$ cat src/rtl/psram_pkg.sv
package psram_pkg;
  // Low two address bits of a burst beat from its start offset and beat count
  function automatic logic [1:0] beat_ofs(input logic [1:0] start,
                                          input logic [1:0] cnt,
                                          input logic       ilv);
    return ilv ? (start ^ cnt) : (start + cnt);
  endfunction
endpackage

$ cat src/rtl/psram_burst.sv
module psram_burst
  import psram_pkg::*;
#(
  parameter int ADDR_W = 6
) (
  input  logic              clk,
  input  logic              rst_n,
  input  logic              en,
  input  logic              sleep_on,
  input  logic              sel,
  input  logic              adv_ld,
  input  logic              we_n,
  input  logic              burst_ilv,
  input  logic [ADDR_W-1:0] addr,
  output logic              acc_v,
  output logic              acc_we,
  output logic [ADDR_W-1:0] acc_addr
);
  logic [ADDR_W-1:0] base_q;
  logic [1:0]        cnt_q;
  logic              wr_q;
  logic              live_q;
  logic              start, step;
  logic [1:0]        cnt_nx;

  assign start  = en && !sleep_on && !adv_ld && sel;
  assign step   = en && !sleep_on && adv_ld && live_q;
  assign cnt_nx = cnt_q + 2'd1;

  always_comb begin
    acc_v    = start || step;
    acc_we   = start ? !we_n : wr_q;
    acc_addr = start ? addr
                     : {base_q[ADDR_W-1:2], beat_ofs(base_q[1:0], cnt_nx, burst_ilv)};
  end

  always_ff @(posedge clk) begin
    if (!rst_n) begin
      live_q <= 1'b0;
      cnt_q  <= '0;
      wr_q   <= 1'b0;
      base_q <= '0;
    end else if (sleep_on) begin
      live_q <= 1'b0;
    end else if (start) begin
      base_q <= addr;
      cnt_q  <= '0;
      wr_q   <= !we_n;
      live_q <= 1'b1;
    end else if (step) begin
      cnt_q <= cnt_nx;
    end else if (en && !adv_ld) begin
      live_q <= 1'b0;
    end
  end


  burst_step_chk: assert property (@(posedge clk) disable iff (!rst_n)
    step |=> (cnt_q == $past(cnt_q) + 2'd1) && live_q);
endmodule

$ cat src/rtl/psram_array.sv
module psram_array #(
  parameter int ADDR_W  = 6,
  parameter int N_LANES = 4,
  parameter int LANE_W  = 9
) (
  input  logic                      clk,
  input  logic                      we,
  input  logic [ADDR_W-1:0]         waddr,
  input  logic [N_LANES-1:0]        wmask,
  input  logic [N_LANES*LANE_W-1:0] wdata,
  input  logic [ADDR_W-1:0]         raddr,
  output logic [N_LANES*LANE_W-1:0] rdata
);
  localparam int DEPTH = 1 << ADDR_W;
  localparam int DW    = N_LANES * LANE_W;

  logic [DW-1:0] mem [DEPTH];

  always_ff @(posedge clk) begin
    if (we) begin
      for (int k = 0; k < N_LANES; k++) begin
        if (wmask[k]) mem[waddr][k*LANE_W +: LANE_W] <= wdata[k*LANE_W +: LANE_W];
      end
    end
  end

  assign rdata = mem[raddr];
endmodule

$ cat src/rtl/psram_out.sv
module psram_out #(
  parameter int N_LANES = 4,
  parameter int LANE_W  = 9
) (
  input  logic                      clk,
  input  logic                      rst_n,
  input  logic                      en,
  input  logic                      sleep_on,
  input  logic                      rd_v,
  input  logic [N_LANES*LANE_W-1:0] arr_word,
  input  logic                      fwd_hit,
  input  logic [N_LANES-1:0]        fwd_mask,
  input  logic [N_LANES*LANE_W-1:0] fwd_data,
  output logic [N_LANES*LANE_W-1:0] out_q,
  output logic                      drive_q
);
  localparam int DW = N_LANES * LANE_W;
  logic [DW-1:0] merged;

  for (genvar g = 0; g < N_LANES; g++) begin : g_lane
    assign merged[g*LANE_W +: LANE_W] = (fwd_hit && fwd_mask[g])
                                        ? fwd_data[g*LANE_W +: LANE_W]
                                        : arr_word[g*LANE_W +: LANE_W];
  end

  always_ff @(posedge clk) begin
    if (!rst_n) begin
      drive_q <= 1'b0;
      out_q   <= '0;
    end else if (sleep_on) begin
      drive_q <= 1'b0;
    end else if (en) begin
      drive_q <= rd_v;
      if (rd_v) out_q <= merged;
    end
  end


  no_read_no_drive_chk: assert property (@(posedge clk) disable iff (!rst_n)
    (en && !rd_v) |=> !drive_q);


  stall_hold_chk: assert property (@(posedge clk) disable iff (!rst_n)
    (!en && !sleep_on) |=> $stable(out_q) && $stable(drive_q));
endmodule

$ cat src/rtl/psram_top.sv
module psram_top #(
  parameter int ADDR_W  = 6,
  parameter int N_LANES = 4,
  parameter int LANE_W  = 9
) (
  input  logic                      clk,
  input  logic                      rst_n,
  input  logic                      clk_en_n,
  input  logic                      ce1_n,
  input  logic                      ce2,
  input  logic                      ce3_n,
  input  logic                      we_n,
  input  logic                      adv_ld,
  input  logic [N_LANES-1:0]        bw_n,
  input  logic                      burst_ilv,
  input  logic                      oe_n,
  input  logic                      sleep,
  input  logic [ADDR_W-1:0]         addr,
  input  logic [N_LANES*LANE_W-1:0] dq_in,
  output logic [N_LANES*LANE_W-1:0] dq_out,
  output logic                      dq_oe
);
  localparam int DW = N_LANES * LANE_W;

  logic              en, sel, sleep_on;
  logic [1:0]        sleep_q;
  logic              acc_v, acc_we;
  logic [ADDR_W-1:0] acc_addr;
  logic              s1_v, s1_we, s2_v;
  logic [ADDR_W-1:0] s1_addr, s2_addr;
  logic [N_LANES-1:0] s1_bw, s2_bw;
  logic [DW-1:0]     arr_word, out_q;
  logic              drive_q;

  assign en       = !clk_en_n;
  assign sel      = !ce1_n && ce2 && !ce3_n;
  assign sleep_on = sleep_q[1];

  // two-edge sleep entry/exit delay, independent of clock enable
  always_ff @(posedge clk) begin
    if (!rst_n) sleep_q <= '0;
    else        sleep_q <= {sleep_q[0], sleep};
  end

  psram_burst #(.ADDR_W(ADDR_W)) u_burst (
    .clk(clk), .rst_n(rst_n), .en(en), .sleep_on(sleep_on), .sel(sel),
    .adv_ld(adv_ld), .we_n(we_n), .burst_ilv(burst_ilv), .addr(addr),
    .acc_v(acc_v), .acc_we(acc_we), .acc_addr(acc_addr)
  );

  // address stage (s1) and late-write data stage (s2)
  always_ff @(posedge clk) begin
    if (!rst_n) begin
      s1_v <= 1'b0; s1_we <= 1'b0; s1_addr <= '0; s1_bw <= '0;
      s2_v <= 1'b0; s2_addr <= '0; s2_bw <= '0;
    end else if (sleep_on) begin
      s1_v <= 1'b0;
      s2_v <= 1'b0;
    end else if (en) begin
      s1_v    <= acc_v;
      s1_we   <= acc_we;
      s1_addr <= acc_addr;
      s1_bw   <= ~bw_n;
      s2_v    <= s1_v && s1_we;
      s2_addr <= s1_addr;
      s2_bw   <= s1_bw;
    end
  end

  psram_array #(.ADDR_W(ADDR_W), .N_LANES(N_LANES), .LANE_W(LANE_W)) u_array (
    .clk(clk), .we(en && s2_v && !sleep_on), .waddr(s2_addr), .wmask(s2_bw),
    .wdata(dq_in), .raddr(s1_addr), .rdata(arr_word)
  );

  psram_out #(.N_LANES(N_LANES), .LANE_W(LANE_W)) u_out (
    .clk(clk), .rst_n(rst_n), .en(en), .sleep_on(sleep_on),
    .rd_v(s1_v && !s1_we), .arr_word(arr_word),
    .fwd_hit(s2_v && (s2_addr == s1_addr)), .fwd_mask(s2_bw), .fwd_data(dq_in),
    .out_q(out_q), .drive_q(drive_q)
  );

  assign dq_out = out_q;
  assign dq_oe  = drive_q && !oe_n && !sleep_on;


  write_slot_quiet_chk: assert property (@(posedge clk) disable iff (!rst_n)
    s2_v |-> !dq_oe);


  sleep_quiet_chk: assert property (@(posedge clk) disable iff (!rst_n)
    sleep_on |=> !dq_oe && !s1_v);
endmodule

$ cat config.mk
export PLATFORM = sky130hd
export DESIGN_NAME = psram_top
export DESIGN_NICKNAME = d
export VERILOG_FILES = /design/src/rtl/psram_pkg.sv /design/src/rtl/psram_burst.sv /design/src/rtl/psram_array.sv /design/src/rtl/psram_out.sv /design/src/rtl/psram_top.sv
export SDC_FILE = /design/constraint.sdc
export NUM_CORES = 2
export LEC_CHECK = 0
export BUFFER_PORTS_ARGS = -buffer_cell sky130_fd_sc_hd__buf_2
export CORE_ASPECT_RATIO = 1.25
export CORE_UTILIZATION = 60
export DETAILED_ROUTE_END_ITERATION = 10
export GPL_TIMING_DRIVEN = 0
export PLACE_DENSITY_LB_ADDON = 0.05
export SKIP_CTS_REPAIR_TIMING = 1
export SLEW_MARGIN = 25
export SYNTH_ARGS = -nofsm -noshare
export SYNTH_HDL_FRONTEND = slang
export SYNTH_SLANG_ARGS = --single-unit
export TNS_END_PERCENT = 30
$ cat constraint.sdc
create_clock -name clk -period 4.7 [get_ports clk]
set_input_delay 0.94 -clock clk [delete_from_list [all_inputs] [get_ports clk]]
set_output_delay 0.94 -clock clk [all_outputs]
set_load 0.02 [all_outputs]
# ---- After elaboration in Yosys (flattened, before gate mapping)
# Memory sizes are Yosys's and may differ from the RTL's. A register that Yosys moved wholly into a read port is not among the register bits.
# Index checks and enable logic that the tools add are counted.
dict set report op_classes {
  add_sub_neg 2
  eq_ne 1
  n_mux 20
  bitwise_logic 5
  n_reduce_logical 32
}
# cell n
set op_table {}
lappend op_table {{1-bit two-way mux} 16}
lappend op_table {{1-bit logical AND} 14}
lappend op_table {{1-bit logical NOT} 9}
lappend op_table {{2-bit AND reduction} 4}
lappend op_table {{2-bit two-way mux} 3}
lappend op_table {{6-bit two-way mux} 1}
lappend op_table {{4-bit NOT} 1}
lappend op_table {{2-bit nonzero test} 2}
lappend op_table {{1-bit NOT} 3}
lappend op_table {{3-bit AND reduction} 1}
lappend op_table {{2-bit by 1-bit adder with 2-bit output, second input constant} 1}
lappend op_table {{2-bit adder} 1}
lappend op_table {{2-bit by 1-bit != test with 1-bit output, second input constant} 1}
lappend op_table {{2-bit OR reduction} 1}
lappend op_table {{2-bit XOR} 1}
lappend op_table {{1-bit logical OR} 1}
dict set report totals {
  register_bits 36
  mem_bits_rw 2304
  inputBits 57
  output_inout_bits 37
  wordCells 74
  mem_count 1
}
# memory depth word_bits read_ports rd_ports_with_merged_regs write_ports line_no
set mem_list {}
lappend mem_list {u_array.mem 64 36 1 1 1 psram_array.sv:17} ;# logic [DW-1:0] mem [DEPTH];

# ---- Longest topological paths before layout
dict set report logic_depth {
  word_depth 6
  depth_mapped 12
  depth_no_buf 8
}

# ---- Cells and area by module
# A second synthesis with hierarchy kept.
dict set report hier_totals {
  cells_unflattened 4357
  hier_area_um2 92067.0
}
# mod n_inst cells_each area_per_inst_um2 seq_area_each_um2
set modules_own_cells {}
lappend modules_own_cells {psram_array 1 4029 88532.4 69186.4}
lappend modules_own_cells {psram_out 1 165 1936.9 740.7}
lappend modules_own_cells {psram_top 1 113 1054.8 500.5}
lappend modules_own_cells {psram_burst 1 50 543.0 200.2}

# ---- Worst setup path before layout
# OpenSTA, ideal clock, no wires.
dict set report synth_timing {
  path_kind {input to register}
  startpoint {input clk_en_n}
  endpoint {memory u_array.mem[12][10] (netlist bit) (enable)}
  setup_time_ns 0.374
  arrival_time_ns 2.384
  required_time_ns 4.326
  setup_slack_ns 1.942
  cell_stages 6
  n_path_buf 3
  cell_sequence {nor2_1 -> clkbuf_1 -> nand3_1 -> clkbuf_1 -> buf_1 -> nor2_1}
}
dict set report synth_via {
  elab_chain_len 5
}
# item line_no
set synth_rtl {}
lappend synth_rtl {{start: declaration} psram_top.sv:8} ;# input logic clk_en_n,
lappend synth_rtl {{1-bit logical NOT} psram_top.sv:35} ;# assign en = !clk_en_n;
lappend synth_rtl {{1-bit logical AND (2 in series)} psram_top.sv:71} ;# .clk(clk), .we(en && s2_v && !sleep_on), .waddr(s2_addr), .wmask(s2_bw),
lappend synth_rtl {{1-bit two-way mux} psram_array.sv:20} ;# if (we) begin
lappend synth_rtl {{1-bit two-way mux (not written as such)} psram_array.sv:22} ;# if (wmask[k]) mem[waddr][k*LANE_W +: LANE_W] <= wdata[k*LANE_W +: LANE_W];
lappend synth_rtl {{end: declaration} psram_array.sv:17}
# Every way passes these cells.

==> results.yml <==
route:
  drtIter0Drc: 8789
  via_count: 50110
  wl_per_cell_um: 45.19
  drtPass1Iterations: 6
  drc: 0
  finalWirelength_um: 310700
  ant_nets: 0
  drt-vias-per-instance: 7.288
synth:
  synth_top_area_share_pct: 74.97
  synthCells: 4317
  synth_nets: 4375
  synth_area_leader_cell: "edfxtp_1"
  postSynthAreaPerCell_um2: 21.38
  synth_flop_cell: "edfxtp_1"
  ys_top_cells_by_area: "edfxtp_1, mux4_2, mux2i_1"
  async_reset_ff_share_pct: 0
  ys_types: 65
  ys_ff_latch: 2376
  seq_area_frac_synth_pct: 76.53
  synth_area_um2: 92290
  yosys_warnings: 0
  synth_edf_count: 2304
sta:
  fin_skew_ns: 0.05650
  rsz0062_at_grt: "no"
  tightest_slew_ns: 1.309
  setup_ws_ns: 0.2487
  slew_headroom_pct: 12.71
  period_share_pct: 94.71
  finalSetupViolations: 0
  max_freq_mhz: 224.7
  tns_ns: 0
  period_needed_ns: 4.451
  slew_violations: 0
  hold_viol_final: 0
pwr:
  powerDensity_nw_per_um2: 422.4
  p_leak_nw: 32.05
  p_total_w: 0.04365
  ir_worst_vdd_mv: 0.4436
min_path:
  hold_class: "in2reg"
worst_setup_path:
  start_kind: "register"
  worstSetupPathType: "reg2reg"
  required_ns: 5.44
  critPathMaxFanout: 10
  end_kind: "register"
  arrival_ns: 5.19
status:
  outcome: "completed"
cts:
  htreeDepth: 4
  cts_tree: "done"
  clockBufferDepth: 3
  cts_made_buffers: 217
  clkSlewWorstSetupHoldPaths_ns: 0.06
  cts_root_buffer: "clkbuf_16"
  clock_latency_ns: 0.92
  clock_sinks: 2376
finish:
  multiInputGateArea_um2: 20710
  fillers: 9589
  area_delta_synth_final_pct: 11.96
  layout-drive-gt1-share_pct: 30.51
  nNetsFinal: 4709
  regArea_um2: 70630
  design_area_um2: 103300
global_route:
  grt-ovfl-total: 0
  grt_pass1_wl_um: 411000
  antenna_found_initial: 21
  first_global_vias: 47830
  grt_max_degree: 67
  track_usage_pct: 40.42
floorplan:
  die_height_um: 440.5
  ios: 94
  core_um2: 152300
  die_w_um: 352.8
  start_util_pct: 60.58
  num_rows: 160
  die_area_um2: 155400
placed_design:
  portBuffers: 92
  pre_cts_ws_ns: 0.3163
  routabilityCongestion: 1.083
  dp_hpwl_um: 212400
  dpl-instance-area_um2: 96200
job:
  cap_violations: 0
worst paths after layout:
path         startpoint        endpoint  slack, ns  depth (start not counted)
max          s1_addr[1]  u_out.out_q[3]       0.25                          9
min               sleep      sleep_q[0]       0.29                          2
max reg2reg  s1_addr[1]  u_out.out_q[3]       0.25                          9
min reg2reg  sleep_q[0]      sleep_q[1]       0.44                          1
logic make-up after synthesis:
family | share of synthesized area (%)
XOR/XNOR | 0.1044
buffers and inverters | 1.669
multiplexers | 16.68
adder cells (fa/ha/maj) | 0.01356
AO/OA/AOI/OAI | 2.145
AND/OR/NAND/NOR | 2.863
flip-flops | 76.53
flip-flops by register name, indices dropped and copies added (netlist names), 2 cells and up:
| register | flops |
|---|---|
| u_array.mem | 2304 |
| sleep_q | 2 |
| s2_bw | 4 |
| s1_addr | 6 |
| s1_bw | 4 |
| u_out.out_q | 36 |
| u_burst.base_q | 6 |
| s2_addr | 6 |
| u_burst.cnt_q | 2 |
critical path, stage by stage, from the launching register on:
cell	delay, ns
dfxtp_1	0.62
buf_2	0.50
clkinv_1	0.75
buf_2	0.47
buf_16	0.21
nor2_1	0.36
clkbuf_1	0.53
a22oi_1	0.22
a21oi_1	0.49
nor3_1	0.12
metrics by stage:
stage / hold WS, ns / instances / util (%)
detailed placement: 0.4337 / 6457 / 63.15
CTS: 0.2643 / 6859 / 67.72
global placement: 0.4185 / 6434 / 62.54
floorplan: 0.4119 / 4317 / -
global route: 0.2842 / 6861 / 67.80
finish: 0.2927 / 6875 / 67.82
routing by layer:
| metal | part of all wire (%) | GRT usage, % |
|---|---|---|
| met5 | 0.049 | 0.3077 |
| met4 | 7.7 | 25.48 |
| met3 | 12 | 11.53 |
| met2 | 46 | 61.83 |
| met1 | 34 | 51.63 |
final cells by class:
cell class                      instances  area share (%)
Multi-Input combinational cell       1681           20.04
Tap cell                             2025           2.452
Inverter                                6         0.02180
Clock inverter                        139           1.204
Buffer                                254           1.508
Sequential cell                      2376           68.36
Clock buffer                          263           5.543
Antenna cell                           16         0.03875
Timing Repair Buffer                  115          0.8331
cells in the mapped netlist (6+ instances only):
master,count
buf_6,27
o21ai_0,21
a21oi_1,44
mux4_2,604
buf_8,9
mux2i_1,156
and2_1,14
nor4_1,21
nor2b_1,12
xor2_1,7
a31oi_1,15
nand2_1,159
o221ai_1,27
buf_2,77
clkbuf_1,76
o41ai_1,11
nand2b_1,8
a211oi_1,24
o32ai_1,6
buf_4,35
nor3_1,30
nand3_1,20
a21boi_0,12
nor3b_1,8
o211a_1,8
dfxtp_1,72
a22oi_1,36
a221oi_1,9
o22ai_1,36
nor2_1,313
buf_1,28
edfxtp_1,2304
mux2_2,20
cells in the final DEF, fill, tap and decap left out, types with 8 or more instances in the layout:
cell,count
nand2_1,159
nand3_1,20
edfxtp_1,2304
mux2_2,20
clkbuf_2,26
a21oi_1,44
o41ai_1,11
nand2b_1,8
o21ai_0,20
buf_2,142
diode_2,16
clkbuf_16,220
o22ai_1,36
mux4_2,604
o211a_1,8
buf_6,43
clkinv_1,51
a31oi_1,15
a22oi_1,36
o221ai_1,27
and2_1,14
a21boi_0,12
nor2b_1,12
nor4_1,21
dfxtp_1,72
buf_1,22
a211oi_1,24
nor2_1,88
mux2i_1,156
nor3_1,30
clkbuf_1,87
bufinv_16,18
nor2_2,225
buf_8,10
a221oi_1,9
clkinv_2,49
buf_4,69
report_power, final:
group	internal, W	switching (W)
clock	0.00966	0.00792
sequential	0.0232	0.0000126
combinational	0.000958	0.00188
No activity file was read; power rests on OpenSTA's default activity.
